File: src/rtl/rstctl_pkg.sv
package rstctl_pkg;
  localparam int unsigned WORD_W   = 32;
  localparam logic [7:0]  UNLOCK   = 8'hA5;
  localparam int unsigned OFS_CMD  = 0;
  localparam int unsigned OFS_STAT = 4;
  localparam int unsigned OFS_MODE = 8;

  typedef enum logic [2:0] {
    CAUSE_POWER = 3'd0,
    CAUSE_WAKE  = 3'd1,
    CAUSE_WDOG  = 3'd2,
    CAUSE_SOFT  = 3'd3,
    CAUSE_PIN   = 3'd4
  } cause_e;
endpackage

File: src/rtl/rstctl_sync.sv
module rstctl_sync #(
  parameter int unsigned STAGES = 2
) (
  input  logic clk,
  input  logic rst_n,
  input  logic pin_n,
  output logic lvl,
  output logic fall
);
  logic [STAGES-1:0] chain_q;
  logic              prev_q;

  always_ff @(posedge clk or negedge rst_n) begin
    if (!rst_n) begin
      chain_q <= '1;
      prev_q  <= 1'b1;
    end else begin
      chain_q <= {chain_q[STAGES-2:0], pin_n};
      prev_q  <= chain_q[STAGES-1];
    end
  end

  assign lvl  = chain_q[STAGES-1];
  assign fall = prev_q & ~chain_q[STAGES-1];
endmodule

File: src/rtl/rstctl_stretch.sv
module rstctl_stretch #(
  parameter int unsigned LEN_W = 4
) (
  input  logic             clk,
  input  logic             rst_n,
  input  logic             clr,
  input  logic             start,
  input  logic [LEN_W-1:0] len,
  input  logic             tick,
  output logic             active
);
  localparam int unsigned CNT_W = (1 << LEN_W) + 1;

  logic [CNT_W-1:0] cnt_q, cnt_d;
  logic             act_q, act_d;

  always_comb begin
    cnt_d = cnt_q;
    act_d = act_q;
    if (clr) begin
      cnt_d = '0;
      act_d = 1'b0;
    end else if (start && !act_q) begin
      cnt_d = CNT_W'(1) << (int'(len) + 1);
      act_d = 1'b1;
    end else if (act_q && tick) begin
      if (cnt_q == CNT_W'(1)) begin
        cnt_d = '0;
        act_d = 1'b0;
      end else begin
        cnt_d = cnt_q - CNT_W'(1);
      end
    end
  end

  always_ff @(posedge clk or negedge rst_n) begin
    if (!rst_n) begin
      cnt_q <= '0;
      act_q <= 1'b0;
    end else begin
      cnt_q <= cnt_d;
      act_q <= act_d;
    end
  end

  assign active = act_q;
endmodule

File: src/rtl/rstctl_top.sv
module rstctl_top
  import rstctl_pkg::*;
#(
  parameter int unsigned ADDR_W      = 4,
  parameter int unsigned LEN_W       = 4,
  parameter int unsigned SYNC_STAGES = 2
) (
  input  logic              clk,
  input  logic              rst_n,
  input  logic              slow_tick,
  input  logic              por_pulse,
  input  logic              wake_pulse,
  input  logic              wdt_pulse,
  input  logic              bus_sel,
  input  logic              bus_wr,
  input  logic [ADDR_W-1:0] bus_addr,
  input  logic [WORD_W-1:0] bus_wdata,
  output logic [WORD_W-1:0] bus_rdata,
  input  logic              ext_rst_in_n,
  output logic              ext_rst_n_o,
  output logic              proc_rst_o,
  output logic              periph_rst_o,
  output logic              irq_o
);
  localparam int unsigned LEN_LSB = 8;

  logic             pin_lvl, pin_fall, busy;
  logic             key_ok, is_cmd, is_stat, is_mode;
  logic             ctrl_cmd, start, mode_wr, stat_rd;
  logic             urst_en_q, urst_en_d, irq_en_q, irq_en_d;
  logic [LEN_W-1:0] len_q, len_d;
  logic             sticky_q, sticky_d;
  cause_e           cause_q, cause_d;
  logic [2:0]       req_q, req_d;
  logic             unused_wdata;

  rstctl_sync #(.STAGES(SYNC_STAGES)) u_sync (
    .clk(clk), .rst_n(rst_n), .pin_n(ext_rst_in_n), .lvl(pin_lvl), .fall(pin_fall)
  );

  rstctl_stretch #(.LEN_W(LEN_W)) u_stretch (
    .clk(clk), .rst_n(rst_n), .clr(por_pulse), .start(start),
    .len(len_q), .tick(slow_tick), .active(busy)
  );

  // register bus decode
  assign key_ok   = bus_wdata[31:24] == UNLOCK;
  assign is_cmd   = bus_addr == ADDR_W'(OFS_CMD);
  assign is_stat  = bus_addr == ADDR_W'(OFS_STAT);
  assign is_mode  = bus_addr == ADDR_W'(OFS_MODE);
  assign ctrl_cmd = bus_sel && bus_wr && is_cmd && key_ok &&
                    (bus_wdata[0] || bus_wdata[2] || bus_wdata[3]);
  assign start    = ctrl_cmd && !busy && !por_pulse;
  assign mode_wr  = bus_sel && bus_wr && is_mode && key_ok;
  assign stat_rd  = bus_sel && !bus_wr && is_stat;
  assign unused_wdata = ^bus_wdata;

  // next state
  always_comb begin
    urst_en_d = urst_en_q;
    irq_en_d  = irq_en_q;
    len_d     = len_q;
    sticky_d  = sticky_q;
    cause_d   = cause_q;
    req_d     = req_q;

    if (mode_wr) begin
      urst_en_d = bus_wdata[0];
      irq_en_d  = bus_wdata[4];
      len_d     = bus_wdata[LEN_LSB +: LEN_W];
    end
    if (pin_fall)     sticky_d = 1'b1;
    else if (stat_rd) sticky_d = 1'b0;
    if (start)        req_d = {bus_wdata[3], bus_wdata[2], bus_wdata[0]};

    if (por_pulse)                    cause_d = CAUSE_POWER;
    else if (wake_pulse)              cause_d = CAUSE_WAKE;
    else if (wdt_pulse)               cause_d = CAUSE_WDOG;
    else if (pin_fall && urst_en_q)   cause_d = CAUSE_PIN;
    else if (start && bus_wdata[0])   cause_d = CAUSE_SOFT;

    if (por_pulse) begin
      urst_en_d = 1'b0;
      irq_en_d  = 1'b0;
      len_d     = '0;
      sticky_d  = 1'b0;
      req_d     = '0;
    end
  end

  // state registers
  always_ff @(posedge clk or negedge rst_n) begin
    if (!rst_n) begin
      urst_en_q <= 1'b0;
      irq_en_q  <= 1'b0;
      len_q     <= '0;
      sticky_q  <= 1'b0;
      cause_q   <= CAUSE_POWER;
      req_q     <= '0;
    end else begin
      urst_en_q <= urst_en_d;
      irq_en_q  <= irq_en_d;
      len_q     <= len_d;
      sticky_q  <= sticky_d;
      cause_q   <= cause_d;
      req_q     <= req_d;
    end
  end

  // outputs
  assign proc_rst_o   = (busy && req_q[0]) || (urst_en_q && !pin_lvl);
  assign periph_rst_o = (busy && req_q[1]) || (urst_en_q && !pin_lvl);
  assign ext_rst_n_o  = !(busy && req_q[2]);
  assign irq_o        = irq_en_q && sticky_q;

  always_comb begin
    bus_rdata = '0;
    if (is_stat) begin
      bus_rdata[0]    = sticky_q;
      bus_rdata[10:8] = cause_q;
      bus_rdata[16]   = pin_lvl;
      bus_rdata[17]   = busy;
    end else if (is_mode) begin
      bus_rdata[0]                = urst_en_q;
      bus_rdata[4]                = irq_en_q;
      bus_rdata[LEN_LSB +: LEN_W] = len_q;
    end
  end
endmodule

File: config.mk
export PLATFORM = sky130hd
export DESIGN_NAME = rstctl_top
export DESIGN_NICKNAME = d
export VERILOG_FILES = /design/src/rtl/rstctl_pkg.sv /design/src/rtl/rstctl_sync.sv /design/src/rtl/rstctl_stretch.sv /design/src/rtl/rstctl_top.sv
export SDC_FILE = /design/constraint.sdc
export NUM_CORES = 1
export LEC_CHECK = 0
export ABC_AREA = 1
export BUFFER_PORTS_ARGS = -buffer_cell sky130_fd_sc_hd__clkbuf_2
export CORE_MARGIN = 5
export CORE_UTILIZATION = 56
export DETAILED_ROUTE_END_ITERATION = 8
export PLACE_DENSITY = 0.95
export SLEW_MARGIN = 25
export SYNTH_ARGS = -nofsm -noshare
export SYNTH_HDL_FRONTEND = slang
export SYNTH_SLANG_ARGS = --single-unit
File: constraint.sdc
create_clock -name clk -period 3.6 [get_ports clk]
set_clock_uncertainty 0.15 [all_clocks]
set_input_delay 0.18 -clock clk [delete_from_list [all_inputs] [get_ports clk]]
set_output_delay 0.18 -clock clk [all_outputs]
set_load 0.005 [all_outputs]
==> impl_results.md, run 1 <==
- Outcome: complete, no violations
- CTS tree: done
- Final Cycle Share: 0.5544
- Routed WL: 6218 um
- Pleak: 1.552 nW
- Clk buf depth: 2
- Finished Layout Cells: around 480
- CTS Buf Count: 5
- CTS sink count: 34
- Critical path class: in -> reg
- Global-route usage over all layers: 0.2172
- Flop pwr share: 0.451
- DR DRC count: 0
- Starting density of the core: 0.5839
- Net Sw Power: approximately 0.28 mW
- Power Density: about 320 nW/um2
- Synth top area share: 0.3030
- Die W: between 70 and 80 um
- Netlist cell types: 30
- Crit Path Max Fanout: 11
- CTS resizes: 0
- Vias: 2610
- Count of pins over their slew limit: 0
- Worst slew pin tran: roughly 0.84 ns
- DIE HEIGHT: 77.61 um
- Crit path to: u_stretch.cnt_q[1]
- Synthesized area: between 2000 and 3000 um2
- Grt total ovfl: 0
- Hold WC Path Type: in -> reg
- Synth warn: 0
- Initial DRC Count: approximately 290
- Number of max-cap violations: 0
- Vias in the first global route: between 2000 and 3000
- Initial antenna violation count: 0
- Leading area contributor after synthesis: dfrtp_1
- I/O Buffers: 40
- Via density per instance: 5.426
- Diodes inserted: 0
- IO Count: 81
- CTS Root Cell: clkbuf_8
- Worst-path clk slew: approximately 0.07 ns
- Pin count of the biggest net entering global routing: 35
- Worst vdd ir: about 0.21 mV
- Placed instance count: 465
- Post-DR wirelength/cell: 12.93 um
- Row count: 24
- Clock power share: 0.302
- Sequential element share of the synthesized area: 0.3338
- # H-tree levels: 2
- Nets: around 480
- Area grow syn2layout: 11.09%
- Flip-flop and latch count after synthesis: 34
- Worst-case reg-to-reg path depth: 8
- Mapped Cells: 380
- DPL Wire Length: between 4000 and 5000 um
- Critical path launch point type: primary input
- Final ANT Viol Nets: 0
- WP data required: 3.62 ns
- Placer congestion estimate: between 0.9 and 1
- RSZ-0062 raised after global routing: false
- CP Data Arrival Time: about 2 ns
- Min cycle time layout: approximately 2.0 ns
- Setup crit end kind: register
- Setup TNS: 0 ns
- Setup Viol. Count Final: 0
- FMAX: 0.5011 GHz
- Syn_area_per_cell: between 6 and 7 um2
- First drt pass iteration count: 5
- First-pass GRT wire length: roughly 11000 um
- Clk_lat worst skew: a little under 0.3 ns
- Reg-to-reg slack, setup: between 1.5 and 2 ns
- Sw Share: 0.3165
- Relative slew slack: 0.4380
- Internal: just over 0.6 mW
- R2r startpoint: u_stretch.active
- Total die area: roughly 6000 um2
- Total core area: about 4400 um2
- Final hold vios: 0
- Overall Power: around 0.9 mW
- Post-CTS setup buffers: 0
- Main area contributors after synthesis: dfrtp_1 30%, nand2_1 18%, nand3_1 8.0%
- Crit path launch: bus_wdata[2]
- R2R Path End: u_stretch.cnt_q[1]
- Share of cells above drive strength 1: 0.1632
- Part of the power in combinational logic: 0.247
-- power by group through the flow --
stage	clock, mW	sequential (mW)	combinational (mW)
3_3_place_gp	0	0.411	0.202
2_1_floorplan	0	0.410	0.179
3_5_place_dp	0	0.412	0.211
6_report	0.271	0.405	0.222
5_1_grt	0.295	0.406	0.254
4_1_cts	0.278	0.405	0.220
-- metal layers --
layer / track usage / vias to the layer above / routed length [um]
met4: 0.1031 / 0 / 95
met5: 0 / - / 0
met1: 0.2546 / 1219 / 2489
met2: 0.3765 / 133 / 3137
met3: 0.04398 / 13 / 496
li1: - / 1245 / -
-- flip-flops by register name, summed over array words and instances (netlist names), 2 cells and up --
signal,cells
u_stretch.cnt_q,17
len_q,4
cause_q,3
req_q,3
u_sync.chain_q,2
-- critical path, cell delays in order --
cell and delay (ns):
dlygate4sd3_1 0.54, clkbuf_2 0.10, inv_1 0.04, nand3_1 0.11
nand2_1 0.07, inv_2 0.07, nand4_1 0.45, nand3b_1 0.27
nand2_1 0.07, nand2_1 0.05, nand2_1 0.05
-- metrics by stage --
| stage | utilization | area, um2 | hold slack, ns | worst slack [ns] |
|---|---|---|---|---|
| global placement | 0.6122 | 2684 | 0.1193 | 1.729 |
| detailed placement | 0.6122 | 2684 | 0.1196 | 1.710 |
| floorplan | - | 2646 | -0.2656 | 2.038 |
| finish | 0.6487 | 2844 | 0.01538 | 1.604 |
| global route | 0.6487 | 2844 | 0.01972 | 1.433 |
| CTS | 0.6487 | 2844 | 0.01251 | 1.691 |
-- cell usage after synthesis (all sizes together) --
library cell / number
dfstp: 3
nor3: 2
o21ai: 24
ha: 2
o22ai: 3
nor2: 48
nand3b: 2
buf: 30
xor2: 3
nand2: 125
o21bai: 1
dfrtp: 31
a21oi: 3
nand4: 7
xnor2: 2
clkinv: 1
nand3: 45
inv: 46
o31ai: 1
conb: 1
-- cells by family after synthesis --
| kind of cell | share of synthesized area |
|---|---|
| other | 0.001465 |
| buffers and inverters | 0.1579 |
| xor gates and xnor gates | 0.01711 |
| DFF | 0.3338 |
| AOI/OAI and AO/OA | 0.07038 |
| and+or+nand+nor | 0.4096 |
| adders and majority gates | 0.009774 |
-- cells in the final DEF (no fill, tap or decap), types with 4 or more instances in the layout --
cell type      count
o21ai_0           23
dfrtp_1           31
conb_1            24
clkbuf_2          40
clkbuf_8           5
nand4_1            7
nand2_1          122
dlygate4sd3_1      8
inv_1             44
nand3_1           41
nor2_2             4
nor2_1            36
nor2_4             8
-- what timing repair did --
| action | in CTS | in global routing |
|---|---|---|
| setup endpoints to repair | 0 | 0 |
| hold buffers | 8 | 0 |
| endpoints found under the hold margin | 38 | 0 |
-- worst min path at each step --
stage / from / end / depth (start not counted)
after floorplan: rst_n / cause_q[0] / 0
after global placement: ext_rst_in_n / u_sync.chain_q[0] / 1
after detailed placement: ext_rst_in_n / u_sync.chain_q[0] / 1
after CTS: bus_wdata[3] / req_q[2] / 3
after global routing: bus_wdata[3] / req_q[2] / 3
final: bus_wdata[3] / req_q[2] / 3
-- area by class of cell --
cell class / count / area, um2
repair buffers: 48 / 280.3
clock buffers: 8 / 80.08
multi-input cells: 292 / 1388
fillers: 373 / 1540
well taps: 52 / 65.06
inverters: 47 / 176.4
flip-flops and latches: 34 / 854.6
Power figures use the tool's default switching activity.
==> run 2: changes to the inputs <==
--- a/config.mk
+++ b/config.mk
@@ -8,9 +8,9 @@
 export ABC_AREA = 1
 export BUFFER_PORTS_ARGS = -buffer_cell sky130_fd_sc_hd__clkbuf_2
 export CORE_MARGIN = 5
-export CORE_UTILIZATION = 56
+export CORE_UTILIZATION = 52
 export DETAILED_ROUTE_END_ITERATION = 8
-export PLACE_DENSITY = 0.95
+export PLACE_DENSITY = 0.89
 export SLEW_MARGIN = 25
 export SYNTH_ARGS = -nofsm -noshare
 export SYNTH_HDL_FRONTEND = slang
==> constraint.sdc (replaced) <==
create_clock -name clk -period 1.95 [get_ports clk]
set_clock_uncertainty 0.15 [all_clocks]
set_input_delay 0.0975 -clock clk [delete_from_list [all_inputs] [get_ports clk]]
set_output_delay 0.0975 -clock clk [all_outputs]
set_load 0.005 [all_outputs]
==> impl_results.md, run 2 (synthesis results as in run 1) <==
- Outcome: complete, no violations
- Min Hold Slack: 0.02743 ns (+0.01205 ns)
- Flop pwr share: 0.414 (-0.037)
- Pleak: 1.654 nW (+6.5%)
- Setup crit end kind: register
- Number of max-cap violations: 0 (unchanged)
- DPL Wire Length: 4850 um (+6.2%)
- Diodes inserted: 0 (unchanged)
- Total die area: 6426 um2 (+6.7%)
- Area grow syn2layout: 18.87%
- WP data required: 1.95 ns (-1.67 ns)
- Power Density: 593.0 nW/um2 (+88%)
- Crit Path Max Fanout: 4 (-7)
- Post-DR wirelength/cell: 13.04 um (+0.85%)
- Initial DRC Count: 209 (-27%)
- # H-tree levels: 2 (unchanged)
- CTS Buf Count: 5 (unchanged)
- Net Sw Power: 0.5513 mW (+94%)
- Critical path launch point type: register
- Share of cells above drive strength 1: 0.1933 (+0.03009)
- First-pass GRT wire length: 11430 um (+4.4%)
- Starting density of the core: 0.5384 (-0.04548)
- First drt pass iteration count: 5 (unchanged)
- I/O Buffers: 40 (unchanged)
- Most frequent cells in the layout: 121 x nand2_1, 44 x inv_1, 41 x nand3_1
- RSZ-0062 raised after global routing: false
- Internal: 1.253 mW (+100%)
- Setup WS pre-CTS: 0.1368 ns (-1.573 ns)
- CP Data Arrival Time: 1.79 ns (-0.23 ns)
- DIE HEIGHT: 80.17 um (+3.3%)
- CP max-delay cell: dfstp_2
- CTS Root Cell: clkbuf_8
- Critical path class: reg -> reg
- Vias: 2601 (-0.34%)
- Min cycle time layout: about 1.8 ns
- Grt total ovfl: 0 (unchanged)
- Final ANT Viol Nets: 0 (unchanged)
- Commonest non-fill, non-tap cell in the layout: nand2_1
- Worst-path clk slew: 0.06 ns (about the same)
- Hold WC Path Type: in -> reg
- Count of pins over their slew limit: 0 (unchanged)
- Final hold vios: 0 (unchanged)
- Clock power share: 0.341 (+0.039)
- Row count: 25 (+4.2%)
- Final worst slack: 0.1516 ns (-1.453 ns)
- Crit-path max cell delay: 0.55 ns (about the same)
- DR DRC count: 0 (unchanged)
- Final Cycle Share: 0.9222
- Routed WL: 6675 um (+7.3%)
- FMAX: between 0.5 and 0.6 GHz
- Largest register by flop count: u_stretch.cnt_q
- Clk_lat worst skew: 0.29 ns (about the same)
- Setup Viol. Count Final: 0 (unchanged)
- Sw Share: 0.3055 (-0.01101)
- Total core area: 4755 um2 (+8.4%)
- Global-route usage over all layers: 0.2273 (+0.01009)
- CP bufs+invs: 2 (-2)
- Die W: 80.17 um (+3.3%)
- IO Count: 81 (unchanged)
- Worst-path cell chain: inv_1 > nand3_1 > nor2_1 > nand2_1 > dlygate4sd3_1 > o21ai_0
- Max FFs per register: 17 (unchanged)
- Initial antenna violation count: 0 (unchanged)
- Setup TNS: 0 ns (unchanged)
- Largest registers: u_stretch.cnt_q: 17 flops, len_q: 4 flops
- CP delay by family, top: buffers and inverters
- Part of the power in combinational logic: 0.244 (-0.003)
- CTS sink count: 34 (unchanged)
- Nets: 491 (+3.4%)
- Pin count of the biggest net entering global routing: 18 (-49%)
- Clk buf depth: 2 (unchanged)
- Placer congestion estimate: 0.8595 (-6.3%)
- Worst vdd ir: 0.3776 mV (+83%)
- CTS tree: done
- Via density per instance: 5.080 (-6.4%)
- Vias in the first global route: 2646 (+1.6%)
==> run 2: path summary, 6_finish.rpt <==
kind	from	end	slack, ns	cells after the start
min	por_pulse	sticky_q	0.03	3
min in group asynchronous	rst_n	u_stretch.cnt_q[13]	0.13	2
max reg2reg	u_sync.chain_q[1]	cause_q[2]	0.15	6
min reg2reg	u_sync.chain_q[0]	u_sync.chain_q[1]	0.21	0
max in group asynchronous	rst_n	u_sync.chain_q[0]	0.92	3
max	u_sync.chain_q[1]	cause_q[2]	0.15	6
==> run 2: power groups by stage <==
stage | clock network, mW | logic, mW | registers [mW]
finish | 0.616 | 0.441 | 0.748
global placement | 0 | 0.392 | 0.759
global route | 0.668 | 0.506 | 0.749
CTS | 0.631 | 0.428 | 0.747
floorplan | 0 | 0.331 | 0.757
detailed placement | 0 | 0.408 | 0.760
==> run 2: worst register-to-register path, stage by stage, from the launching register on <==
cell and delay, ns:
dfstp_2 0.55, inv_1 0.07, nand3_1 0.10, nor2_1 0.07, nand2_1 0.05, dlygate4sd3_1 0.55, o21ai_0 0.12
==> run 2: layer usage <==
| metal | share of wire | vias up | track usage |
|---|---|---|---|
| li1 | - | 1275 | - |
| met1 | 0.39 | 1193 | 0.2565 |
| met2 | 0.51 | 114 | 0.3940 |
| met3 | 0.077 | 19 | 0.05605 |
| met4 | 0.025 | 0 | 0.1166 |
| met5 | 0 | - | 0 |
==> run 2: cell type report <==
cell class	instances	area [um2]
Fill cell	415	1712
Tap cell	67	83.83
Clock buffer	8	110.1
Inverter	47	176.4
Multi-Input combinational cell	292	1395
Timing Repair Buffer	64	422.9
Sequential cell	34	854.6
==> run 2: repair_timing <==
action | in CTS | in global routing
buffers inserted | 0 | 3
setup endpoints to repair | 0 | 4
hold buffers | 12 | 0
hold endpoints to repair | 41 | 0
gates resized for setup | 0 | 2
==> run 2: stage by stage <==
| stage | power [mW] | std cells | util | cell area, um2 |
|---|---|---|---|---|
| global placement | 1.151 | 489 | 0.5826 | 2770 |
| floorplan | 1.087 | 403 | - | 2646 |
| detailed placement | 1.168 | 489 | 0.5826 | 2770 |
| global route | 1.923 | 512 | 0.6400 | 3043 |
| finish | 1.805 | 512 | 0.6400 | 3043 |
| CTS | 1.806 | 509 | 0.6311 | 3000 |
